### src/rtl/gray_seq_pkg.sv
package gray_seq_pkg;
    localparam int CODE_W = 3;
    localparam int N_POS  = 1 << CODE_W;

    typedef enum logic [CODE_W-1:0] {
        ST_P0 = 3'b000,
        ST_P1 = 3'b010,
        ST_P2 = 3'b011,
        ST_P3 = 3'b001,
        ST_P4 = 3'b101,
        ST_P5 = 3'b111,
        ST_P6 = 3'b110,
        ST_P7 = 3'b100
    } pos_t;
endpackage

### src/rtl/gray_seq_next.sv
module gray_seq_next
    import gray_seq_pkg::*;
(
    input  pos_t cur_i,
    input  logic adv_i,
    output pos_t nxt_o
);
    pos_t succ;

    // Successor along the loop
    always_comb begin
        unique case (cur_i)
            ST_P0:   succ = ST_P1;
            ST_P1:   succ = ST_P2;
            ST_P2:   succ = ST_P3;
            ST_P3:   succ = ST_P4;
            ST_P4:   succ = ST_P5;
            ST_P5:   succ = ST_P6;
            ST_P6:   succ = ST_P7;
            ST_P7:   succ = ST_P0;
            default: succ = ST_P0;
        endcase
    end

    // Hold transition when the enable is low
    always_comb begin
        nxt_o = adv_i ? succ : cur_i;
    end
endmodule

### src/rtl/gray_seq_out.sv
module gray_seq_out
    import gray_seq_pkg::*;
(
    input  pos_t                    st_i,
    output logic [CODE_W-1:0]       code_o
);
    // Moore output: the state encoding is the code itself
    always_comb begin
        code_o = st_i;
    end
endmodule

### src/rtl/gray_seq_fsm.sv
module gray_seq_fsm
    import gray_seq_pkg::*;
(
    input  logic              clk,
    input  logic              rst,
    input  logic              step_en,
    output logic [CODE_W-1:0] code_o
);
    pos_t st_q;
    pos_t st_d;

    gray_seq_next u_next (
        .cur_i (st_q),
        .adv_i (step_en),
        .nxt_o (st_d)
    );

    // State register
    always_ff @(posedge clk) begin
        if (rst) begin
            st_q <= ST_P0;
        end else begin
            st_q <= st_d;
        end
    end

    // Output process
    gray_seq_out u_out (
        .st_i   (st_q),
        .code_o (code_o)
    );
endmodule

### config.mk
export PLATFORM = sky130hd
export DESIGN_NAME = gray_seq_fsm
export DESIGN_NICKNAME = d
export VERILOG_FILES = /design/src/rtl/gray_seq_pkg.sv /design/src/rtl/gray_seq_next.sv /design/src/rtl/gray_seq_out.sv /design/src/rtl/gray_seq_fsm.sv
export SDC_FILE = /design/constraint.sdc
export NUM_CORES = 1
export LEC_CHECK = 0
export BUFFER_PORTS_ARGS = -buffer_cell sky130_fd_sc_hd__buf_2
export CAP_MARGIN = 20
export CORE_AREA = 8 8 45 47
export CTS_CLUSTER_SIZE = 8
export DETAILED_ROUTE_END_ITERATION = 16
export DIE_AREA = 0 0 53 55
export PLACE_DENSITY = 0.3
export SLEW_MARGIN = 20
export SYNTH_ARGS = -nofsm -noshare
export SYNTH_HDL_FRONTEND = slang
export SYNTH_SLANG_ARGS = --single-unit
export TNS_END_PERCENT = 30
### constraint.sdc
create_clock -name clk -period 1.05 [get_ports clk]
set_clock_uncertainty 0.1 [all_clocks]
set_input_delay 0.21 -clock clk [delete_from_list [all_inputs] [get_ports clk]]
set_output_delay 0.21 -clock clk [all_outputs]
set_load 0.05 [all_outputs]
# Word level (Yosys, flattened, before mapping)
# Memory sizes are Yosys's and may differ from the RTL's. A register that Yosys moved wholly into a read port is not among the register bits.
# Index checks and enable logic that the tools add are counted.
[totals] reg_bits=0 latch_bits=0 mem_bits_rw=0 romBits=24 input_bits=3 output_inout_bits=3 wordCells=1 n_memories=1
[mem_list] memory="(name not given)" depth=8 word_bits=3 read_ports=1 rd_ports_with_merged_regs=1 write_ports=0 line_no="gray_seq_next.sv:12" rtl="unique case (cur_i)"
[classes] n_addsub=0 multipliers=0 div=0 n_lt_le_gt_ge=0 n_eq_ne=0 n_shift=0 muxes=0 n_bitwise=0 n_reduce_logical=0

# Logic depth before layout (Yosys ltp)
# Gate-level depths: netlist of run 1.
[depth] depth_word=0 mapped_depth=3 mapped_depth_nobuf=3

# Hierarchy
# From an unflattened synthesis of run 1, not the netlist that was laid out.
[unflattened] hier_cells=15 hier_area_um2=153.9
[by_module_without_submodules] module="gray_seq_fsm" n_inst=1 cells_each=6 area_per_inst_um2=78.8
[by_module_without_submodules] module="gray_seq_next" n_inst=1 cells_each=6 area_per_inst_um2=52.6
[by_module_without_submodules] module="gray_seq_out" n_inst=1 cells_each=3 area_per_inst_um2=22.5

# Worst setup path before layout of run 1
# OpenSTA, ideal clock, no wires.
[synth_timing] path_type="register to register" from="reg st_q[1]" to="reg (tool-made name)" setup_time_ps=116 t_arrival_ps=1050 required_ps=834 slack_ps=-216 path_stages_with_launch=4 synth_period_minus_slack_ps=1266 cell_sequence="dfxtp_1 > nand2b_1 > mux2i_1 > nor2_1"
[synth_lines] element="start: declaration" line_no="gray_seq_fsm.sv:9" rtl="pos_t st_q;"

# Final worst setup path of run 1
[layout_timing] from="reg st_q[1]" to="out code_o[1]"
[layout_lines] element="end: declaration" line_no="gray_seq_fsm.sv:7" rtl="output logic [CODE_W-1:0] code_o"
# No word-level cell between the ends.

==> impl_metrics.ini, run 1 <==
[critical_path]
cp.depth = 1
cp-start-kind = flip-flop
reg2reg_from = st_q[1]$_SDFFE_PP0P_
end_kind = primary output
cp_max_fo = 5
cp.arrival_ps = 730
crit_end = code_o[1]
crit_chain = buf_8
cp_data_required_time_ps = 740
rrSetupSlack_ps = 130
crit_type = flip-flop to primary output
cpLargestDelayFamily = flip-flops
path_buf_inv = 1
critPathLaunch = st_q[1]$_SDFFE_PP0P_
slowest_stage = dfxtp_4
worst_path_largest_cell_delay_ps = 360
ff2ff_path_depth = 3

[sta]
max_freq_mhz = 958
hold_viol_final = 0
report.final.setup_viol = 0
whs_ps = 70.4
worst_pin_slew_ps = 234
worst_slack_ps = 5.63
period_share_pct = 99.5
min_period_ps = 1040
rsz0062_at_grt = yes
slew_violations = 0
relSlewSlack_pct = 84.3

[worst_hold_path]
min_path_type = primary input to flip-flop
holdPathStages = 2

[cts]
insertion_delay_ps = 230
h-tree-depth = 1
root_buffer = clkbuf_4
cts.sinks = 3
cts.reportedPaths.clkPinSlew_ps = 30
cts-buffers-inserted = 3
cts_tree = built
cts_setup_buffers = 0
holdBufCountCts = 0
clk_path_buf_depth = 2

[synthesis]
synth-xor-area-share_pct = 7.53
netlist_area_um2 = 116
avgSynthCellArea_um2 = 10.6
yosys.area_share.simple_pct = 11.8
synth_top_family_by_area = multiplexers
synth-seq-area-share_pct = 51.6
synth_cell_types = 7
netlist_instances = 11
synth_seq_cells = 3
synth-compound-area-share_pct = 11.8
synth_mux_area_share_pct = 17.2
yosys.area_share.adder_pct = 0
synth_nets = 14
yosysWarnings = 0

[floorplanning]
ioPinCount = 6
rows = 14
core_um2 = 1380
die_y_um = 55
dieArea_um2 = 2920
start_util_pct = 8.41
die-width_um = 53

[drt]
drc = 0
drtAntennaViolNets = 0
num_vias = 115
firstDrtPassIters = 1
drtIter0Drc = 0
drt_wl_total_um = 312
vias_per_cell = 3.19
routedWlPerCell_um = 8.67

[final_layout]
layout.nets = 24
syn_to_final_growth_pct = 96.8
fin_area_um2 = 229
drive_gt1_share_pct = 55.0
n_antenna_cell = 0
final_util_pct = 16.5
final_cell_mix = dfxtp_4 (3), clkbuf_4 (3), buf_8 (3)

[grt]
grt_pass1_vias = 129
antenna_found_initial = 0
grt.total_usage_pct = 2.62
grt_pass1_wl_um = 455
grt_max_degree = 6
grt_overflow = 0

[power_and_ir_drop]
power_density_nw_per_um2 = 1770
ir_drop_mv = 0.280
leakage_uw = 0.0000936

[placed_design]
dpl-instance-area_um2 = 165
preCtsSetupSlack_ps = 135
io_buffers = 5
gp_congestion = 0.688

[run]
cap_violations = 0

[run_status]
status = finished, final reports clean
report_power, final:
group	switching [µW]	internal, µW	leakage, µW
combinational	41.5	34.7	0.0000519
clock	53.7	142	0.0000150
sequential	11.7	121	0.0000267
total	107	298	0.0000936
metrics by stage:
step	power, µW	instances	TNS (ps)
final	405	36	0
after global routing	420	36	-21.1
after CTS	414	36	-7.11
after detailed placement	195	32	0
after global placement	196	32	0
after floorplan	178	11	-29.3
layer usage:
metal | part of all wire, % | global-route usage (%)
met3 | 26 | 3.21
met1 | 30 | 1.36
met2 | 40 | 2.93
met5 | 0 | 0
met4 | 2.6 | 5.17
Yosys cell counts, drive strengths merged:
master	n	area share, %
dfxtp	3	52
mux2i	2	17
nor2	2	6.5
a21oi	1	4.3
a311oi	1	7.5
nand2b	1	5.4
xnor2	1	7.5
cell families after synthesis:
logic type	count (synthesis)
and+or+nand+nor	3
AOI/OAI and AO/OA	2
muxes	2
xor gates and xnor gates	1
DFF	3
worst reg2reg max path: stages, from the launching register on:
cell      delay (ps)
dfxtp_4          360
nand2b_1         120
mux2i_1          180
nor2_1            50
layout make-up:
type / instances / area [µm²]
timing repair buffer: 5 / 55.1
multi-input combinational: 8 / 56.3
clock buffer: 4 / 26.3
tap: 16 / 20.0
sequential: 3 / 71.3
fill: 156 / 1150
what timing repair did:
item,in CTS,in global routing
endpoints found under the hold margin,0,0
gates resized for setup,12,0
endpoints found under the setup margin,3,3
how the worst min path moves through the flow:
| stage | start | end |
|---|---|---|
| 6_report | rst | flip-flop |
| 3_5_place_dp | rst | st_q[1]$_SDFFE_PP0P_ |
| 2_1_floorplan | rst | flip-flop |
| 5_1_grt | rst | flip-flop |
| 4_1_cts | rst | st_q[1]$_SDFFE_PP0P_ |
| 3_3_place_gp | rst | flip-flop |
(Power assumes the default switching activity.)
==> run 2, diff against run 1 <==
CORE_AREA = 2 2 39 41   (was 8 8 45 47)
DIE_AREA = 0 0 41 43   (was 0 0 53 55)
==> run 2 against run 1 <==
Clock-buffer cell count did not move. Power rose by 1.0%. Flip-flop and latch count did not move. Combinational power increased by 11%. Worst setup slack improved by 2.5 ps. Largest power group unchanged. Utilization rose by 1.1 points. Sequential share of layout area decreased by 1.9 points. Via count rose by 6.1%. Clock power is essentially flat. Cell area increased by 6.6%. Register-to-register slack lost 50 ps.
==> impl_metrics.ini, run 2 (synthesis gave the netlist of run 1 again) <==
[critical_path]
path_buf_inv = 1
crit_chain = buf_8
cp_data_required_time_ps = 740
cp.arrival_ps = 730
worst_path_largest_cell_delay_ps = 360
slowest_stage = dfxtp_4
cp-start-kind = flip-flop
cp_max_fo = 4
crit_type = flip-flop to primary output
cpLargestDelayFamily = flip-flops
end_kind = primary output

[final_layout]
drive_gt1_share_pct = 59.1
layout.nets = 26
n_antenna_cell = 0
final_cell_mix = dfxtp_4 (3), clkbuf_4 (3), buf_8 (3)
layout.cells.non_filler = 38
syn_to_final_growth_pct = 110

[run]
cap_violations = 0

[drt]
drtIter0Drc = 2
drtAntennaViolNets = 0
drc = 0
firstDrtPassIters = 2
vias_per_cell = 3.21
drt_wl_total_um = 264
routedWlPerCell_um = 6.95
num_vias = 122

[floorplanning]
rows = 14
start_util_pct = 8.41
core_um2 = 1380
die-width_um = 41
ioPinCount = 6
die_y_um = 43
dieArea_um2 = 1760

[grt]
grt_max_degree = 6
antenna_found_initial = 0
grt_pass1_vias = 123
grt_overflow = 0
grt.total_usage_pct = 4.81
grt_pass1_wl_um = 455

[cts]
cts.reportedPaths.clkPinSlew_ps = 30
holdBufCountCts = 0
cts-buffers-inserted = 3
clk_path_buf_depth = 2
h-tree-depth = 1
root_buffer = clkbuf_4
insertion_delay_ps = 230
cts.sinks = 3
cts_tree = built

[sta]
relSlewSlack_pct = 86.0
max_freq_mhz = 960
worst_pin_slew_ps = 209
slew_violations = 0
min_period_ps = 1040
rsz0062_at_grt = yes
worst_slack_ps = 8.17
period_share_pct = 99.2
hold_viol_final = 0
report.final.setup_viol = 0

[run_status]
status = finished, final reports clean

[worst_hold_path]
min_path_type = primary input to flip-flop

[power_and_ir_drop]
power_density_nw_per_um2 = 1680
ir_drop_mv = 0.272
leakage_uw = 0.000104

[placed_design]
preCtsSetupSlack_ps = 140
io_buffers = 5
gp_congestion = 0.532
placedCellCount = 32
## run 2: through the flow
stage	hold WS [ps]	power [µW]	util [%]	area, µm²	setup TNS (ps)
after global routing	76.9	432	17.6	244	-16.6
after CTS	56.8	419	17.1	236	-8.52
final	71.3	409	17.6	244	0
after global placement	310	195	11.9	165	0
after floorplan	175	178	-	120	-29.3
after detailed placement	305	195	11.9	165	0
## run 2: report_power, final
part	total (µW)	internal (µW)	switching (µW)
Clock	194	142	52.2
Combinational	84.7	40.5	44.2
Sequential	130	121	9.10
Total	409	303	105
## run 2: final cells by class
class | instances | area, µm²
Fill cell | 159 | 1140
Timing Repair Buffer | 7 | 70.1
Sequential cell | 3 | 71.3
Multi-Input combinational cell | 8 | 56.3
Clock buffer | 4 | 26.3
Tap cell | 16 | 20.0
## run 2: timing repair
action,in CTS,in global routing
resized for setup,12,0
gates cloned,0,0
pin swaps,0,0
setup endpoints to repair,3,2
setup buffers,1,1
## run 2: worst paths after layout
| kind | from | slack, ps | to | depth (start not counted) |
|---|---|---|---|---|
| max | st_q[0]$_SDFFE_PP0P_ | 8 | code_o[0] | 1 |
| min | rst | 70 | st_q[1]$_SDFFE_PP0P_ | 2 |
| max reg2reg | flip-flop | 80 | st_q[1]$_SDFFE_PP0P_ | 4 |
| min reg2reg | st_q[0]$_SDFFE_PP0P_ | 440 | flip-flop | 2 |
## run 2: per-layer routing
layer / part of all wire, % / vias to the layer above / track usage (%)
met5: 0 / - / 0
met4: 0 / 0 / 8.00
met3: 14 / 0 / 4.71
met2: 47 / 6 / 5.00
met1: 39 / 55 / 3.53
li1: - / 61 / -
